--- config.mk ---
export PLATFORM = sky130hd
export DESIGN_NAME = btb_predictor
export DESIGN_NICKNAME = d
export VERILOG_FILES = /design/src/rtl/btb_pkg.sv /design/src/rtl/btb_rst_sync.sv /design/src/rtl/btb_store.sv /design/src/rtl/btb_resolve.sv /design/src/rtl/btb_predictor.sv
export SDC_FILE = /design/constraint.sdc
export NUM_CORES = 2
export LEC_CHECK = 0
export BUFFER_PORTS_ARGS = -buffer_cell sky130_fd_sc_hd__buf_4
export CAP_MARGIN = 20
export CORE_ASPECT_RATIO = 0.5
export CORE_MARGIN = 2
export CORE_UTILIZATION = 40
export DETAILED_ROUTE_END_ITERATION = 6
export PLACE_DENSITY = 0.53
export SYNTH_ARGS = -nofsm -noshare
export SYNTH_HDL_FRONTEND = slang
export SYNTH_HIERARCHICAL = 1
export SYNTH_SLANG_ARGS = --single-unit
--- constraint.sdc ---
create_clock -name clk -period 8.55 [get_ports clk]
set_clock_uncertainty 0.15 [all_clocks]
set_input_delay 0.855 -clock clk [delete_from_list [all_inputs] [get_ports clk]]
set_output_delay 0.855 -clock clk [all_outputs]
set_load 0.005 [all_outputs]
--- src/rtl/btb_pkg.sv ---
package btb_pkg;

  typedef logic [1:0] ctr_t;

  localparam ctr_t CTR_MIN        = 2'd0;
  localparam ctr_t CTR_MAX        = 2'd3;
  localparam ctr_t CTR_WEAK_TAKEN = 2'd2;

  // One saturating step of the direction counter.
  function automatic ctr_t ctr_step(input ctr_t cur, input logic up);
    ctr_t res;
    if (up) res = (cur == CTR_MAX) ? CTR_MAX : cur + 2'd1;
    else    res = (cur == CTR_MIN) ? CTR_MIN : cur - 2'd1;
    return res;
  endfunction

  // Upper half of the counter range means "taken".
  function automatic logic ctr_says_taken(input ctr_t cur);
    return cur[1];
  endfunction

endpackage

--- src/rtl/btb_rst_sync.sv ---
module btb_rst_sync (
  input  logic clk,
  input  logic rst_n,
  output logic rst_sync_n
);

  logic stage1_q;
  logic stage2_q;

  always_ff @(posedge clk or negedge rst_n) begin
    if (!rst_n) begin
      stage1_q <= 1'b0;
      stage2_q <= 1'b0;
    end else begin
      stage1_q <= 1'b1;
      stage2_q <= stage1_q;
    end
  end

  assign rst_sync_n = stage2_q;

endmodule

--- src/rtl/btb_store.sv ---
module btb_store
  import btb_pkg::*;
#(
  parameter int PC_W  = 32,
  parameter int DEPTH = 16,
  localparam int IDX_W = $clog2(DEPTH)
) (
  input  logic             clk,
  input  logic             rst_sync_n,
  // write port
  input  logic             wr_en,
  input  logic [IDX_W-1:0] wr_idx,
  input  logic [PC_W-1:0]  wr_tag,
  input  logic [PC_W-1:0]  wr_tgt,
  input  ctr_t             wr_ctr,
  // fetch read port
  input  logic [IDX_W-1:0] fa_idx,
  output logic             fa_valid,
  output logic [PC_W-1:0]  fa_tag,
  output logic [PC_W-1:0]  fa_tgt,
  output ctr_t             fa_ctr,
  // resolve read port
  input  logic [IDX_W-1:0] rb_idx,
  output logic             rb_valid,
  output logic [PC_W-1:0]  rb_tag,
  output logic [PC_W-1:0]  rb_tgt,
  output ctr_t             rb_ctr
);

  logic             valid_q [DEPTH];
  logic [PC_W-1:0]  tag_q   [DEPTH];
  logic [PC_W-1:0]  tgt_q   [DEPTH];
  ctr_t             ctr_q   [DEPTH];

  for (genvar e = 0; e < DEPTH; e++) begin : g_entry
    logic            sel;
    logic            valid_d;
    logic [PC_W-1:0] tag_d;
    logic [PC_W-1:0] tgt_d;
    ctr_t            ctr_d;

    assign sel = wr_en && (wr_idx == IDX_W'(e));

    // next state
    always_comb begin
      valid_d = valid_q[e];
      tag_d   = tag_q[e];
      tgt_d   = tgt_q[e];
      ctr_d   = ctr_q[e];
      if (sel) begin
        valid_d = 1'b1;
        tag_d   = wr_tag;
        tgt_d   = wr_tgt;
        ctr_d   = wr_ctr;
      end
    end

    // valid bit: the only state that needs reset
    always_ff @(posedge clk or negedge rst_sync_n) begin
      if (!rst_sync_n) valid_q[e] <= 1'b0;
      else             valid_q[e] <= valid_d;
    end

    // payload: enable-gated, no reset
    always_ff @(posedge clk) begin
      if (sel) begin
        tag_q[e] <= tag_d;
        tgt_q[e] <= tgt_d;
        ctr_q[e] <= ctr_d;
      end
    end
  end

  always_comb begin
    fa_valid = valid_q[fa_idx];
    fa_tag   = tag_q[fa_idx];
    fa_tgt   = tgt_q[fa_idx];
    fa_ctr   = ctr_q[fa_idx];
    rb_valid = valid_q[rb_idx];
    rb_tag   = tag_q[rb_idx];
    rb_tgt   = tgt_q[rb_idx];
    rb_ctr   = ctr_q[rb_idx];
  end

endmodule

--- src/rtl/btb_resolve.sv ---
module btb_resolve
  import btb_pkg::*;
#(
  parameter int PC_W    = 32,
  parameter int PC_STEP = 4
) (
  input  logic            rs_valid,
  input  logic [PC_W-1:0] rs_pc,
  input  logic            rs_is_jump,
  input  logic            rs_taken,
  input  logic [PC_W-1:0] rs_target,
  input  logic            rs_pred_taken,
  input  logic [PC_W-1:0] rs_pred_target,
  // current content of the indexed entry
  input  logic            ent_valid,
  input  logic [PC_W-1:0] ent_tag,
  input  logic [PC_W-1:0] ent_tgt,
  input  ctr_t            ent_ctr,
  // training write
  output logic            wr_en,
  output logic [PC_W-1:0] wr_tag,
  output logic [PC_W-1:0] wr_tgt,
  output ctr_t            wr_ctr,
  // redirect
  output logic            flush_req,
  output logic [PC_W-1:0] restart_pc
);

  localparam logic [PC_W-1:0] STEP_V = PC_W'(PC_STEP);

  logic actual_taken;
  logic ent_match;
  logic dir_wrong;
  logic tgt_wrong;

  always_comb begin
    actual_taken = rs_taken || rs_is_jump;
    ent_match    = ent_valid && (ent_tag == rs_pc);

    // training: allocate on unseen taken, update on any match
    wr_en  = rs_valid && (actual_taken || ent_match);
    wr_tag = rs_pc;
    wr_tgt = actual_taken ? rs_target : ent_tgt;
    wr_ctr = ent_match ? ctr_step(ent_ctr, actual_taken) : CTR_WEAK_TAKEN;

    // misprediction detection
    dir_wrong  = actual_taken != rs_pred_taken;
    tgt_wrong  = actual_taken && (rs_pred_target != rs_target);
    flush_req  = rs_valid && (dir_wrong || tgt_wrong);
    restart_pc = actual_taken ? rs_target : rs_pc + STEP_V;
  end

endmodule

--- src/rtl/btb_predictor.sv ---
module btb_predictor
  import btb_pkg::*;
#(
  parameter int PC_W    = 32,
  parameter int DEPTH   = 16,
  parameter int PC_STEP = 4
) (
  input  logic            clk,
  input  logic            rst_n,
  input  logic [PC_W-1:0] lk_pc,
  output logic            lk_hit,
  output logic            lk_taken,
  output logic [PC_W-1:0] lk_next_pc,
  input  logic            rs_valid,
  input  logic [PC_W-1:0] rs_pc,
  input  logic            rs_is_jump,
  input  logic            rs_taken,
  input  logic [PC_W-1:0] rs_target,
  input  logic            rs_pred_taken,
  input  logic [PC_W-1:0] rs_pred_target,
  output logic            flush_req,
  output logic [PC_W-1:0] restart_pc
);

  localparam int IDX_W   = $clog2(DEPTH);
  localparam int IDX_LSB = $clog2(PC_STEP);
  localparam logic [PC_W-1:0] STEP_V = PC_W'(PC_STEP);

  logic             rst_sync_n;

  logic [IDX_W-1:0] fa_idx;
  logic             fa_valid;
  logic [PC_W-1:0]  fa_tag;
  logic [PC_W-1:0]  fa_tgt;
  ctr_t             fa_ctr;

  logic [IDX_W-1:0] rb_idx;
  logic             rb_valid;
  logic [PC_W-1:0]  rb_tag;
  logic [PC_W-1:0]  rb_tgt;
  ctr_t             rb_ctr;

  logic             wr_en;
  logic [PC_W-1:0]  wr_tag;
  logic [PC_W-1:0]  wr_tgt;
  ctr_t             wr_ctr;

  btb_rst_sync i_rst_sync (
    .clk        (clk),
    .rst_n      (rst_n),
    .rst_sync_n (rst_sync_n)
  );

  assign fa_idx = lk_pc[IDX_LSB +: IDX_W];
  assign rb_idx = rs_pc[IDX_LSB +: IDX_W];

  btb_store #(.PC_W(PC_W), .DEPTH(DEPTH)) i_store (
    .clk        (clk),
    .rst_sync_n (rst_sync_n),
    .wr_en      (wr_en),
    .wr_idx     (rb_idx),
    .wr_tag     (wr_tag),
    .wr_tgt     (wr_tgt),
    .wr_ctr     (wr_ctr),
    .fa_idx     (fa_idx),
    .fa_valid   (fa_valid),
    .fa_tag     (fa_tag),
    .fa_tgt     (fa_tgt),
    .fa_ctr     (fa_ctr),
    .rb_idx     (rb_idx),
    .rb_valid   (rb_valid),
    .rb_tag     (rb_tag),
    .rb_tgt     (rb_tgt),
    .rb_ctr     (rb_ctr)
  );

  btb_resolve #(.PC_W(PC_W), .PC_STEP(PC_STEP)) i_resolve (
    .rs_valid       (rs_valid),
    .rs_pc          (rs_pc),
    .rs_is_jump     (rs_is_jump),
    .rs_taken       (rs_taken),
    .rs_target      (rs_target),
    .rs_pred_taken  (rs_pred_taken),
    .rs_pred_target (rs_pred_target),
    .ent_valid      (rb_valid),
    .ent_tag        (rb_tag),
    .ent_tgt        (rb_tgt),
    .ent_ctr        (rb_ctr),
    .wr_en          (wr_en),
    .wr_tag         (wr_tag),
    .wr_tgt         (wr_tgt),
    .wr_ctr         (wr_ctr),
    .flush_req      (flush_req),
    .restart_pc     (restart_pc)
  );

  // fetch-side prediction, same cycle
  always_comb begin
    lk_hit     = fa_valid && (fa_tag == lk_pc);
    lk_taken   = lk_hit && ctr_says_taken(fa_ctr);
    lk_next_pc = lk_taken ? fa_tgt : lk_pc + STEP_V;
  end

endmodule

==> metrics.md <==
| Metric | Value |
|---|---|
| Vias | just under 30000 |
| Commonest non-fill, non-tap cell in the layout | edfxtp_1 |
| Stages on worst setup path | 12 |
| Cell area power density | about 200 mW/mm2 |
| Mapped Cells | 2761 |
| Buffers on Ports | 200 |
| Combinational share of power | 0.106 |
| CP Launch Type | input pin |
| Ports | between 200 and 250 |
| DRC Markers | 0 |
| Rows | 92 |
| CTS Buffer Depth | 3 |
| Initial antenna violation count | 8 |
| Fin nets | roughly 3100 |
| Die Wd | just over 500 um |
| Crit Path Max Fanout | between 50 and 60 |
| Clock power share | 0.387 |
| Clock sinks | between 1000 and 1500 |
| Core area | about 0.13 mm2 |
| Fin crit share | 0.804 |
| Bufs and invs on worst path | 4 |
| TritonRoute pass-1 iters | 6 |
| Post-Syn Area | 0.0514 mm2 |
| Run status | completed |
| Antenna Nets Post-Route | 0 |
| Initial core utilization | 0.406 |
| H-tree levels | 3 |
| Worst-Margin Slew | approximately 1000 ps |
| Post-CTS Setup Bufs | 0 |
| CP Data Required Time | 7550 ps |
| Seq pwr share | 0.508 |
| Largest net degree at the start of global routing | 91 |
| Clock root buffer master | clkbuf_16 |
| Setup ws final | 1670 ps |
| Final Hold Vio Count | 0 |
| Pleak | between 0.015 and 0.02 uW |
| CTS clk-pin slew, worst paths | around 60 ps |
| Finished Cell Area | roughly 0.058 mm2 |
| Remaining Overflow, GRT | 0 |
| Share of layout cells above drive strength 1 | 0.351 |
| Maximum capacitance violations | 0 |
| Total track usage | 0.249 |
| P_int | between 8000 and 9000 uW |
| Latest clock arrival within the worst-skew pair | roughly 700 ps |
| Worst VDD drop | 0.000150 V |
| Warnings, synthesis | 6 |
| Most frequent cells in the layout | edfxtp_1 (1056), mux4_2 (532), a22oi_1 (266), nand2_1 (258), buf_4 (257) |
| FF-to-FF path depth | 11 |
| Vias per cell | approximately 6.4 |
| Switch Pwr | between 2000 and 3000 uW |
| Total routed wirelength | ~160000 um |
| Fin crit period | just under 7000 ps |
| Family with the most delay on the worst path | simple AND/OR/NAND/NOR gates |
| Placement Cell Area | ~0.055 mm2 |
| Fmax | approximately 150 MHz |
| CTS tree | yes |
| Drt wl/cell | roughly 35 um |
| Placement Setup Slack | ~1700 ps |
| Final Util | 0.459 |
| Full die area | around 0.13 mm2 |
| Area Growth Syn to Fin | 13.1% |
| Unrepaired setup endpoints after global routing | no |
| CP Cell Sequence | buf_8 -> buf_4 -> mux4_2 -> a22oi_1 -> nand2_1 -> xor2_1 -> nor3_1 -> nand4_1 -> or4_2 -> buf_4 -> mux2_4 -> buf_4 |
| Worst min-delay path class | reg2async |
| Final slew viol count | 0 |
| Vias in the first global route | 30200 |
| Post-DP HPWL | around 100000 um |
| Post-CTS Resized | 0 |
| Global-route wire length before repair | ~230000 um |
| Final setup viols | 0 |
| Crit-path max cell delay | a little under 1000 ps |
| Placer Congestion | ~0.85 |
| Cell repeated most along the worst path | buf_4 |
| Synthesized area per cell | between 15 and 20 um2 |
| Setup CP Type | in2out |
| CP arrival | a little under 6000 ps |
| Die Span Y | about 260 um |
| Setup crit end kind | output pin |
| Slowest-stage cell, CP | or4_2 |
| Post-Route Setup TNS | 0 ps |
| Sw frac | 0.241 |
| CTS Buf Count | just over 100 |
| Synthesized net count | between 2000 and 3000 |
| Relative slew slack | 0.311 |
| Drt first-iter violations | approximately 3800 |
| Hold buffers post-CTS | 1 |
-- routing by layer --
metal,global-route usage,vias up,share of wire
met5,0,-,0.000079
met4,0.0739,2,0.028
met3,0.0381,221,0.078
met2,0.382,1331,0.46
met1,0.369,16300,0.43
li1,-,12000,-
-- stage by stage --
step	power, uW	instances	hold WS [ps]
global route	12100	4693	201
CTS	11800	4693	195
detailed placement	7290	4506	190
finish	11700	4695	179
global placement	7280	4505	186
floorplan	6790	2761	49.8
-- power groups by stage --
stage	Clock [uW]	Sequential [uW]	Combinational [uW]
after CTS	4590	5940	1240
final	4520	5940	1240
after detailed placement	0	6050	1240
after global placement	0	6050	1230
after floorplan	0	6040	745
after global routing	4810	5950	1300
-- final timing paths --
path | from | slack, ps | to
worst min-delay path | i_rst_sync/rst_sync_n | 180 | i_store/valid_q[2]
min in group clk | i_rst_sync/stage1_q | 200 | i_rst_sync/rst_sync_n
worst min register to register | i_rst_sync/rst_sync_n | 180 | i_store/valid_q[2]
worst max-delay path | lk_pc[2] | 1670 | lk_next_pc[21]
worst max register to register | i_store/tag_q[11][12] | 3190 | i_store/tag_q[3][2]
max in group asynchronous | i_rst_sync/rst_sync_n | 7570 | i_store/valid_q[7]
-- final cells by class --
class	instances	area [um2]
Clock buffer	122	2670
Fill cell	10700	68600
Multi-Input combinational cell	1445	18100
Clock inverter	64	568
Tap cell	1692	2120
Antenna cell	2	5.00
Sequential cell	1074	32200
Timing Repair Buffer	288	2500
Inverter	8	30.0
-- flip-flops by register name, indices dropped and copies added (netlist names) --
| name | flops |
|---|---|
| i_rst_sync/rst_sync_n | 1 |
| i_rst_sync/stage1_q | 1 |
| i_store/ctr_q | 32 |
| i_store/tag_q | 512 |
| i_store/tgt_q | 512 |
| i_store/valid_q | 16 |
Note: power is estimated with default switching activity, not from simulation.
